`src/rtl/crs_pkg.sv`:
```
package crs_pkg;
   // Asynchronous pins that share one synchroniser, so their samples stay aligned
   typedef struct packed {
      logic chain;
      logic rd_n;
      logic cs_n;
      logic sclk;
   } crs_pins_t;

   localparam int unsigned PINS_W = $bits(crs_pins_t);
endpackage

```
`src/rtl/crs_sync.sv`:
```
module crs_sync #(
   parameter int unsigned STAGES  = 2,
   parameter int unsigned W       = 4,
   parameter logic [W-1:0] RST_VAL = '0
) (
   input  logic         clk,
   input  logic         rst_n,
   input  logic [W-1:0] d,
   output logic [W-1:0] q
);
   logic [STAGES-1:0][W-1:0] stg;

   always_ff @(posedge clk or negedge rst_n) begin
      if (!rst_n) stg <= {STAGES{RST_VAL}};
      else        stg <= {stg[STAGES-2:0], d};
   end

   assign q = stg[STAGES-1];
endmodule

```
`src/rtl/crs_edge.sv`:
```
module crs_edge #(
   parameter logic RST_VAL = 1'b0
) (
   input  logic clk,
   input  logic rst_n,
   input  logic s,
   output logic rise,
   output logic fall
);
   logic prev;

   always_ff @(posedge clk or negedge rst_n) begin
      if (!rst_n) prev <= RST_VAL;
      else        prev <= s;
   end

   assign rise = s & ~prev;
   assign fall = ~s & prev;
endmodule

```
`src/rtl/crs_shift.sv`:
```
module crs_shift #(
   parameter int unsigned W        = 16,
   parameter bit          CHAIN_EN = 1'b1
) (
   input  logic         clk,
   input  logic         rst_n,
   input  logic         load,
   input  logic [W-1:0] load_val,
   input  logic         en,
   input  logic         rise,
   input  logic         fall,
   input  logic         chain_bit,
   output logic         sout,
   output logic         last_shift
);
   localparam int unsigned CNT_W = $clog2(W + 1);
   localparam logic [CNT_W-1:0] CNT_LAST = CNT_W'(W - 1);
   localparam logic [CNT_W-1:0] CNT_FULL = CNT_W'(W);

   logic [W-1:0]     sreg;
   logic [CNT_W-1:0] cnt;
   logic             cap;
   logic             pend;   // a rising edge was seen since the last shift
   logic             fill;
   logic             do_cap;
   logic             do_shift;

   generate
      if (CHAIN_EN) begin : g_chain
         assign fill = cap;
      end else begin : g_nochain
         assign fill = 1'b0;
      end
   endgenerate

   assign do_cap   = en & rise & ~load;
   assign do_shift = en & fall & pend & ~load;

   always_ff @(posedge clk or negedge rst_n) begin
      if (!rst_n) begin
         sreg <= '0;
         cnt  <= '0;
         cap  <= 1'b0;
         pend <= 1'b0;
      end else if (load) begin
         sreg <= load_val;
         cnt  <= '0;
         pend <= 1'b0;
      end else begin
         if (do_cap) begin
            cap  <= chain_bit;
            pend <= 1'b1;
         end
         if (do_shift) begin
            sreg <= {sreg[W-2:0], fill};
            pend <= 1'b0;
            if (cnt != CNT_FULL) cnt <= cnt + 1'b1;
         end
      end
   end

   assign sout       = sreg[W-1];
   assign last_shift = do_shift & (cnt == CNT_LAST);
endmodule

```
`src/rtl/crs_busy.sv`:
```
module crs_busy (
   input  logic clk,
   input  logic rst_n,
   input  logic start,
   input  logic done,
   output logic busy
);
   always_ff @(posedge clk or negedge rst_n) begin
      if (!rst_n)     busy <= 1'b0;
      else if (start) busy <= 1'b1;
      else if (done)  busy <= 1'b0;
   end
endmodule

```
`src/rtl/cascade_result_shifter.sv`:
```
module cascade_result_shifter #(
   parameter int unsigned RES_W       = 16,
   parameter int unsigned SYNC_STAGES = 2,
   parameter bit          CHAIN_EN    = 1'b1
) (
   input  logic             clk,
   input  logic             rst_n,
   input  logic             mode_ext,
   input  logic             sclk,
   input  logic             cs_n,
   input  logic             rd_n,
   input  logic             chain_in,
   input  logic             conv_start,
   input  logic             conv_done,
   input  logic [RES_W-1:0] conv_data,
   output logic             ser_out,
   output logic             ser_oe,
   output logic             busy
);
   import crs_pkg::*;

   localparam crs_pins_t PINS_RST = '{chain: 1'b0, rd_n: 1'b1, cs_n: 1'b1, sclk: 1'b0};

   generate
      if (RES_W < 2) begin : g_bad_width
         $error("cascade_result_shifter: RES_W must be at least 2");
      end
      if (SYNC_STAGES < 2) begin : g_bad_sync
         $error("cascade_result_shifter: SYNC_STAGES must be at least 2");
      end
   endgenerate

   crs_pins_t pins_raw;
   crs_pins_t pins_s;
   logic      sclk_rise;
   logic      sclk_fall;
   logic      rd_active;
   logic      last_shift;

   assign pins_raw = '{chain: chain_in, rd_n: rd_n, cs_n: cs_n, sclk: sclk};

   crs_sync #(
      .STAGES (SYNC_STAGES),
      .W      (PINS_W),
      .RST_VAL(PINS_RST)
   ) u_sync (
      .clk  (clk),
      .rst_n(rst_n),
      .d    (pins_raw),
      .q    (pins_s)
   );

   crs_edge #(
      .RST_VAL(1'b0)
   ) u_edge (
      .clk  (clk),
      .rst_n(rst_n),
      .s    (pins_s.sclk),
      .rise (sclk_rise),
      .fall (sclk_fall)
   );

   assign rd_active = mode_ext & ~pins_s.cs_n & ~pins_s.rd_n;

   crs_shift #(
      .W       (RES_W),
      .CHAIN_EN(CHAIN_EN)
   ) u_shift (
      .clk       (clk),
      .rst_n     (rst_n),
      .load      (conv_done),
      .load_val  (conv_data),
      .en        (rd_active),
      .rise      (sclk_rise),
      .fall      (sclk_fall),
      .chain_bit (pins_s.chain),
      .sout      (ser_out),
      .last_shift(last_shift)
   );

   crs_busy u_busy (
      .clk  (clk),
      .rst_n(rst_n),
      .start(conv_start),
      .done (last_shift),
      .busy (busy)
   );

   assign ser_oe = rd_active;
endmodule

```
`config.mk`:
```
export PLATFORM = sky130hd
export DESIGN_NAME = cascade_result_shifter
export DESIGN_NICKNAME = d
export VERILOG_FILES = /design/src/rtl/crs_pkg.sv /design/src/rtl/crs_sync.sv /design/src/rtl/crs_edge.sv /design/src/rtl/crs_shift.sv /design/src/rtl/crs_busy.sv /design/src/rtl/cascade_result_shifter.sv
export SDC_FILE = /design/constraint.sdc
export NUM_CORES = 1
export LEC_CHECK = 0
export BUFFER_PORTS_ARGS = -buffer_cell sky130_fd_sc_hd__buf_2
export CAP_MARGIN = 40
export CORE_ASPECT_RATIO = 1.2
export CORE_MARGIN = 1
export CORE_UTILIZATION = 57
export CTS_BUF_LIST = sky130_fd_sc_hd__clkbuf_8
export CTS_CLUSTER_DIAMETER = 120
export DETAILED_ROUTE_END_ITERATION = 16
export PLACE_DENSITY_LB_ADDON = 0.12
export RECOVER_POWER = 25
export SLEW_MARGIN = 20
export SYNTH_ARGS = -nofsm -noshare
export SYNTH_HDL_FRONTEND = slang
export SYNTH_SLANG_ARGS = --single-unit
export TNS_END_PERCENT = 100
```
`constraint.sdc`:
```
create_clock -name clk -period 2.2 [get_ports clk]
set_input_delay 0.11 -clock clk [delete_from_list [all_inputs] [get_ports clk]]
set_output_delay 0.11 -clock clk [all_outputs]
set_load 0.03 [all_outputs]
```
[Yosys cells after proc, flatten, opt, wreduce, memory -nomap -nowiden]
Cells that the tools add are included.
Storage, ports and cells
  logic and storage cells: 42
  memory bits (writable): 0
  memories kept: 0
  bits in read-only memories: 0
  bits in latches: 0
  register bits: 33
  input port bits: 25
  output and inout port bits: 3
Cells by class
  shift operators: 0
  reduce and logical (&&, ||, !) cells: 6
  equal/unequal tests: 2
  muxes and demuxes: 10
  $lt $le $gt $ge: 0
  multipliers: 0
  $add $sub $neg: 1
  div/mod/pow operators: 0
  bitwise logic cells: 15
Operator list (count)
  $mux W16: 2
  $mux W5: 3
  $and A1 B1 Y1: 10
  $reduce_bool A2 Y1: 3
  $add A5 B1 Y5 const B: 1
  $eq A5 B4 Y1 const B: 1
  $mux W1: 5
  $ne A5 B5 Y1 const B: 1
  $not A1 Y1: 5
  $reduce_and A2 Y1: 2
  $reduce_bool A3 Y1: 1

[Longest topological paths before layout]
Gate-level depths: netlist of the first run.
  word-level depth: 9
  gate-level depth with buffers: 5
  mapped depth without buffers: 5

[By module]
A second synthesis of the first run with hierarchy kept.
Unflattened totals
  cell total of the unflattened synthesis: 128
  area total of the unflattened synthesis: 1450.1 sq um
Modules (own cells, without submodules)
  crs_shift: cells each 109, sequential area each 575.6 sq um, times used 1, area an instance 1126.1 sq um
  crs_sync: cells each 12, sequential area each 205.2 sq um, times used 1, area an instance 235.2 sq um
  crs_edge: cells each 3, sequential area each 25.0 sq um, times used 1, area an instance 40.0 sq um
  crs_busy: cells each 3, sequential area each 25.0 sq um, times used 1, area an instance 36.3 sq um
  cascade_result_shifter: cells each 1, sequential area each 0.0 sq um, times used 1, area an instance 12.5 sq um

[Worst setup path after synthesis of the first run]
No wires, ideal clock.
  path kind: register -> register
  start point: reg u_shift.cnt[0]
  end point: reg u_shift.cnt[4]
  cell stages (with the launch flop): 6
  data required time: 2.122 ns
  data arrival time: 1.518 ns
  clock period less this slack: 1.596 ns
  library setup time: 0.078 ns
  path buffers: 0
  path slack: 0.604 ns
  path through: dfrtp_1 -> ha_1 -> and3_1 -> ha_1 -> or3_1 -> a21oi_1
Between the ends
  cells in the longest elaborated chain, start to end: 4
Ends and longest elaborated chain
  start, declared: RTL line crs_shift.sv:21  | logic [CNT_W-1:0] cnt;
  start signal, assigned: RTL line crs_shift.sv:57  | if (cnt != CNT_FULL) cnt <= cnt + 1'b1;
  $add A5 B1 Y5: RTL line crs_shift.sv:57
  $mux W5: RTL line crs_shift.sv:57
  $mux W5: RTL line crs_shift.sv:54  | if (do_shift) begin
  $mux W5: RTL line crs_shift.sv:45  | end else if (load) begin
Parallel ways exist; a longest one is shown, timed or not. The select of a mux whose other input is x is not followed.
A chain may end at the register's enable or synchronous reset.

[Worst setup path in the final report of the first run]
  start point: reg u_sync.stg (netlist bit u_sync.q[1])
  end point: out ser_oe
Between the ends
  cells in the longest elaborated chain, start to end: 3
Ends and longest elaborated chain
  start, declared: RTL line crs_sync.sv:11  | logic [STAGES-1:0][W-1:0] stg;
  start signal, assigned: RTL line crs_sync.sv:14  | if (!rst_n) stg <= {STAGES{RST_VAL}};
  start signal, assigned: RTL line crs_sync.sv:15  | else stg <= {stg[STAGES-2:0], d};
  $not A1 Y1: RTL line cascade_result_shifter.sv:63  | assign rd_active = mode_ext & ~pins_s.cs_n & ~pins_s.rd_n;
  $and A1 B1 Y1 (2 in a row): RTL line cascade_result_shifter.sv:63
  end, declared: RTL line cascade_result_shifter.sv:17  | output logic ser_oe,
Every way passes these cells.

==> flow_summary.toml, run 1 <==
[status]
status = "complete, no violations"

[power_and_ir_drop]
powerDensity_mw_per_mm2 = 698
p_comb_share_pct = 10.0
swShare_pct = 23.0
p_clk_share_pct = 38.7
p_leak_nw = 0.838
vdd_ir_drop_max_mv = 0.617
intPower_mw = 0.993
seqPwrFrac_pct = 51.4
switching_power_mw = 0.297

[critical_path]
required_ns = 2.09
rr_endpoint = "u_shift.cnt[2]"
crit_path_start = "u_sync.q[1]"
critPathKind = "register to output pin"
crit_chain = "or3b_4, clkinv_1, buf_2"
cp_max_fo = 22
cp.arrival_ns = 1.87
setup.worst_path.end_class = "output pin"
start_kind = "register"
r2r_start = "u_sync.q[1]"
reg2reg_slack_ns = 0.33
crit_path_end = "ser_oe"
critPathMaxStageDelay_ns = 0.53
ff2ff_path_depth = 4
critPathSlowestCell = "dfstp_2"

[global_route]
grt_max_degree = 45
grt_pass1_vias = 1099
grt_usage_pct = 22.8
grt-ovfl-total = 0
grt_pass1_wl_microns = 4800
antenna_found_initial = 0

[routing]
routed_via_density = 5.92
wl_microns = 3070
route.vias.total = 1244
wl_per_cell_microns = 14.6
drc = 0
ant_nets = 0
drtIter0Drc = 36
drt_first_pass_iters = 4

[final_layout]
layout_common_cells = "dfrtp_1, buf_2, a21oi_1"
final_nets = 204
diodes = 0
drive_above_1_share_pct = 23.2
multi_input_area_sq_um = 646
seq_area_sq_um = 831
final_cells = 210
areaGrowthSynthToFinish_pct = 17.7
fillers = 217
fin_util_pct = 71.7
layout_commonest_cell = "dfrtp_1"

[clock_tree]
cts_tree = "done"
cts_max_level = 2
cts_resized = 0
cts_buffers = 5
post-cts-setup-buffers = 0
clk_latency_ns = 0.28
root_buffer = "clkbuf_8"
clk_pin_slew_ns = 0.06
clk_path_buf_depth = 2
cts.sinks = 33
ctsHoldBuffers = 6

[run]
drv_cap = 0

[logic_synthesis]
synth_fa_ha_area_share_pct = 2.39
muxShareOfSynthArea_pct = 0.717
synth_xor_area_share_pct = 0
yosys_warnings = 0
yosys.area.top_type = "dfrtp_1"
synth_seq_area_share_pct = 52.9
synth_compound_area_share_pct = 18.4
synth_cell_types = 37
syn_area_sq_mm = 0.00157
yosys.area_share.simple_pct = 19.6
syn_nets = 174
synth_top_family_by_area = "simple AND/OR/NAND/NOR gates"
synthTopCellsByArea = "dfrtp_1, dfstp_2, nand2b_1, a211o_1, a21oi_1"
synth_top_area_share_pct = 46.2
syn_area_per_cell_sq_um = 10.8
synthCells = 146
ys_ff_latch = 33

[floorplanning]
placementRows = 20
coreArea_sq_mm = 0.00258
die_area_sq_mm = 0.00297
die_h_microns = 59.5
ios = 28
die_w_microns = 49.9
initial_core_util_pct = 61.0

[sta]
hold_violations = 0
post-route-period-util_pct = 90.2
fin_crit_ns = 1.98
setup-tns-final_ns = 0
maxSlewViolCount = 0
slew_headroom_pct = 52.8
fin_ws_ns = 0.215
setup_violations = 0
fin_skew_ns = 0.00481
rsz0062_at_grt = "false"
fmax_ghz = 0.504
tightestPinTransition_ns = 0.708

[placement]
place_congestion = 0.791
io_buffers = 27
place_inst = 196
place_ws_ns = 0.370
hpwl_microns = 1990

[hold_path]
min_path_type = "input port to register"
-- registers in the layout (all words and copies together) (netlist names) --
name          cells
u_shift.pend      1
u_busy.busy       1
u_shift.cap       1
u_shift.cnt       5
u_sync.q          4
u_sync.stg        4
u_shift.sreg     16
u_edge.prev       1
-- worst min path at each step --
stage / cells past startpoint / startpoint / endpoint / slack, ns
floorplan: 0 / rst_n / u_busy.busy / -0.19
global placement: 1 / rst_n / u_shift.cnt[1] / 0.19
detailed placement: 1 / rst_n / u_shift.cnt[1] / 0.20
CTS: 2 / conv_data[8] / u_shift.sreg[8] / 0.03
global route: 2 / conv_data[10] / u_shift.sreg[10] / 0.03
finish: 2 / conv_data[6] / u_shift.sreg[6] / 0.04
-- cell type report --
| type | instances | area share (%) |
|---|---|---|
| sequential | 33 | 44.9 |
| multi-input combinational | 94 | 34.9 |
| clock buffer | 7 | 5.21 |
| inverter | 8 | 1.62 |
| clock inverter | 1 | 0.271 |
| timing repair buffer | 34 | 10.8 |
| tap | 33 | 2.23 |
-- critical path: cells and delay by family (launching register included) --
kind	cells	cell delay (ns)
flops	1	0.53
simple gates	1	0.27
buf+inv	2	0.79
-- metal layers --
metal | track usage [%] | routed length (microns) | part of all wire, %
met5 | 0 | 0 | 0
met4 | 9.80 | 56 | 1.8
met3 | 8.21 | 150 | 4.9
met2 | 38.8 | 1530 | 50
met1 | 26.0 | 1330 | 43
-- power groups by stage --
stage / Clock [mW] / Combinational [mW] / Sequential (mW)
2_1_floorplan: 0 / 0.0758 / 0.672
3_3_place_gp: 0 / 0.118 / 0.671
3_5_place_dp: 0 / 0.122 / 0.673
4_1_cts: 0.510 / 0.130 / 0.662
5_1_grt: 0.533 / 0.143 / 0.666
6_report: 0.499 / 0.129 / 0.663
-- synth_stat cells --
cell type	n
o211ai_1	1
nand3b_1	1
nand4b_1	2
dfrtp_1	29
nand3_1	2
clkbuf_1	6
clkinv_1	1
nand2b_1	13
and3b_1	2
o21ai_0	2
nor2b_1	3
ha_1	3
inv_1	7
or3b_4	1
clkbuf_8	1
nor2_1	2
nor4bb_1	1
a21oi_1	14
mux2_2	1
dfstp_2	4
buf_6	1
a311oi_1	1
and3_1	1
nor3b_1	1
buf_4	1
nand2_1	3
o311ai_0	2
a31o_2	1
or4_1	2
o31ai_1	4
a21o_1	1
nor4b_1	1
nor3_1	13
buf_2	2
a221o_1	5
a211o_1	9
or3_1	2
-- cells by family after synthesis --
family / after synthesis
compound gates: 40
fa+ha+maj: 3
buf+inv: 19
flops: 33
mux: 1
simple gates: 50
-- stage by stage --
step	hold slack, ns	cell area, sq um	power [mW]
3_5_place_dp	0.204	1690	0.795
4_1_cts	0.0289	1850	1.30
2_1_floorplan	-0.186	1570	0.748
6_report	0.0374	1850	1.29
5_1_grt	0.0268	1850	1.34
3_3_place_gp	0.193	1690	0.790
Power figures use the tool's default switching activity.
==> run 2: changes to the inputs <==
--- a/config.mk
+++ b/config.mk
@@ -13,10 +13,9 @@
 export CTS_BUF_LIST = sky130_fd_sc_hd__clkbuf_8
 export CTS_CLUSTER_DIAMETER = 120
 export DETAILED_ROUTE_END_ITERATION = 16
-export PLACE_DENSITY_LB_ADDON = 0.12
+export PLACE_DENSITY = 0.89
 export RECOVER_POWER = 25
 export SLEW_MARGIN = 20
 export SYNTH_ARGS = -nofsm -noshare
 export SYNTH_HDL_FRONTEND = slang
 export SYNTH_SLANG_ARGS = --single-unit
-export TNS_END_PERCENT = 100
==> flow_summary.toml, run 2 (synthesized netlist as in run 1, its figures left out) <==
[sta]
holdWs_ns = 0.0370
setup-tns-final_ns = 0
hold_violations = 0
slew_headroom_pct = 47.4
tightestPinTransition_ns = 0.789
fin_crit_ns = 2.02
fmax_ghz = 0.495
post-route-period-util_pct = 91.7
maxSlewViolCount = 0
setup_violations = 0
fin_skew_ns = 0.00459
rsz0062_at_grt = "false"

[clock_tree]
clk_latency_ns = 0.29
cts.sinks = 33
cts_buffers = 5
clk_path_buf_depth = 2
cts_tree = "done"
root_buffer = "clkbuf_8"
cts_max_level = 2
cts_resized = 0
clk_pin_slew_ns = 0.07

[final_layout]
seq_area_sq_um = 831
layout_commonest_cell = "dfrtp_1"
regMostFlops = "u_shift.sreg"
layout_common_cells = "dfrtp_1, buf_2, a21oi_1"
areaGrowthSynthToFinish_pct = 18.6
fin_util_pct = 72.3
final_nets = 204
multi_input_area_sq_um = 646
top_regs = "u_shift.sreg (16), u_shift.cnt (5)"
diodes = 0
drive_above_1_share_pct = 23.2
fillers = 194
largest_register_ffs = 16

[critical_path]
reg2reg_slack_ns = 0.34
required_ns = 2.09
start_kind = "register"
setup.worst_path.end_class = "output pin"
critPathKind = "register to output pin"
cp_max_fo = 22
cp.arrival_ns = 1.91

[run]
drv_cap = 0

[routing]
routed_via_density = 5.86
drc = 0
drtIter0Drc = 51
wl_microns = 3140
wl_per_cell_microns = 15.0
route.vias.total = 1231
drt_first_pass_iters = 4
ant_nets = 0

[global_route]
grt_max_degree = 45
antenna_found_initial = 0
grt_pass1_vias = 1152
grt_pass1_wl_microns = 5140
grt-ovfl-total = 0
grt_usage_pct = 24.4

[floorplanning]
placementRows = 20
die_area_sq_mm = 0.00297
die_h_microns = 59.5
die_w_microns = 49.9
coreArea_sq_mm = 0.00258
ios = 28
initial_core_util_pct = 61.0

[power_and_ir_drop]
vdd_ir_drop_max_mv = 0.544
powerDensity_mw_per_mm2 = 732
p_leak_nw = 0.839

[hold_path]
min_path_type = "input port to register"

[placement]
io_buffers = 27
place_congestion = 0.796
hpwl_microns = 2050

[status]
status = "complete, no violations"
## run 2: stage by stage
step	power, mW	setup slack (ns)	area, sq um	cells
6_report	1.36	0.182	1860	210
5_1_grt	1.42	0.124	1860	210
4_1_cts	1.38	0.222	1870	210
3_5_place_dp	0.797	0.403	1690	196
3_3_place_gp	0.788	0.462	1690	196
2_1_floorplan	0.748	0.604	1570	146
## run 2: cell type report
| class | count | share of cell area, % |
|---|---|---|
| multi-input cells | 94 | 34.7 |
| inverters | 8 | 1.61 |
| clock inverters | 3 | 2.48 |
| flip-flops and latches | 33 | 44.6 |
| clock buffers | 5 | 3.69 |
| well taps | 33 | 2.22 |
| repair buffers | 34 | 10.7 |
## run 2: worst paths after layout
kind                                    to           from  cells past startpoint
max                                 ser_oe    u_sync.q[1]                      3
min                        u_shift.sreg[9]   conv_data[9]                      2
max reg2reg                 u_shift.cnt[2]    u_sync.q[1]                      4
min reg2reg                    u_sync.q[3]  u_sync.stg[3]                      0
max in group asynchronous    u_sync.stg[3]          rst_n                      2
min in group asynchronous   u_shift.cnt[2]          rst_n                      2
## run 2: routing by layer
metal,track usage (%),part of all wire [%]
met1,30.4,44
met2,38.4,49
met3,7.44,5.3
met4,12.7,2.2
met5,0,0
## run 2: where the power goes
part | switching, mW | leakage [nW] | internal (mW)
logic | 0.0700 | 0.384 | 0.0619
clock network | 0.231 | 0.0543 | 0.339
registers | 0.0146 | 0.400 | 0.648
total | 0.316 | 0.839 | 1.05
## run 2: worst max-delay path: stages, from the launching register on
cell      delay, ns
dfstp_2        0.54
or3b_4         0.27
clkinv_1       0.47
buf_2          0.35
## run 2: what timing repair did
item,CTS,global route
endpoints found under the hold margin,34,0
hold buffers,6,0
setup buffers,0,0
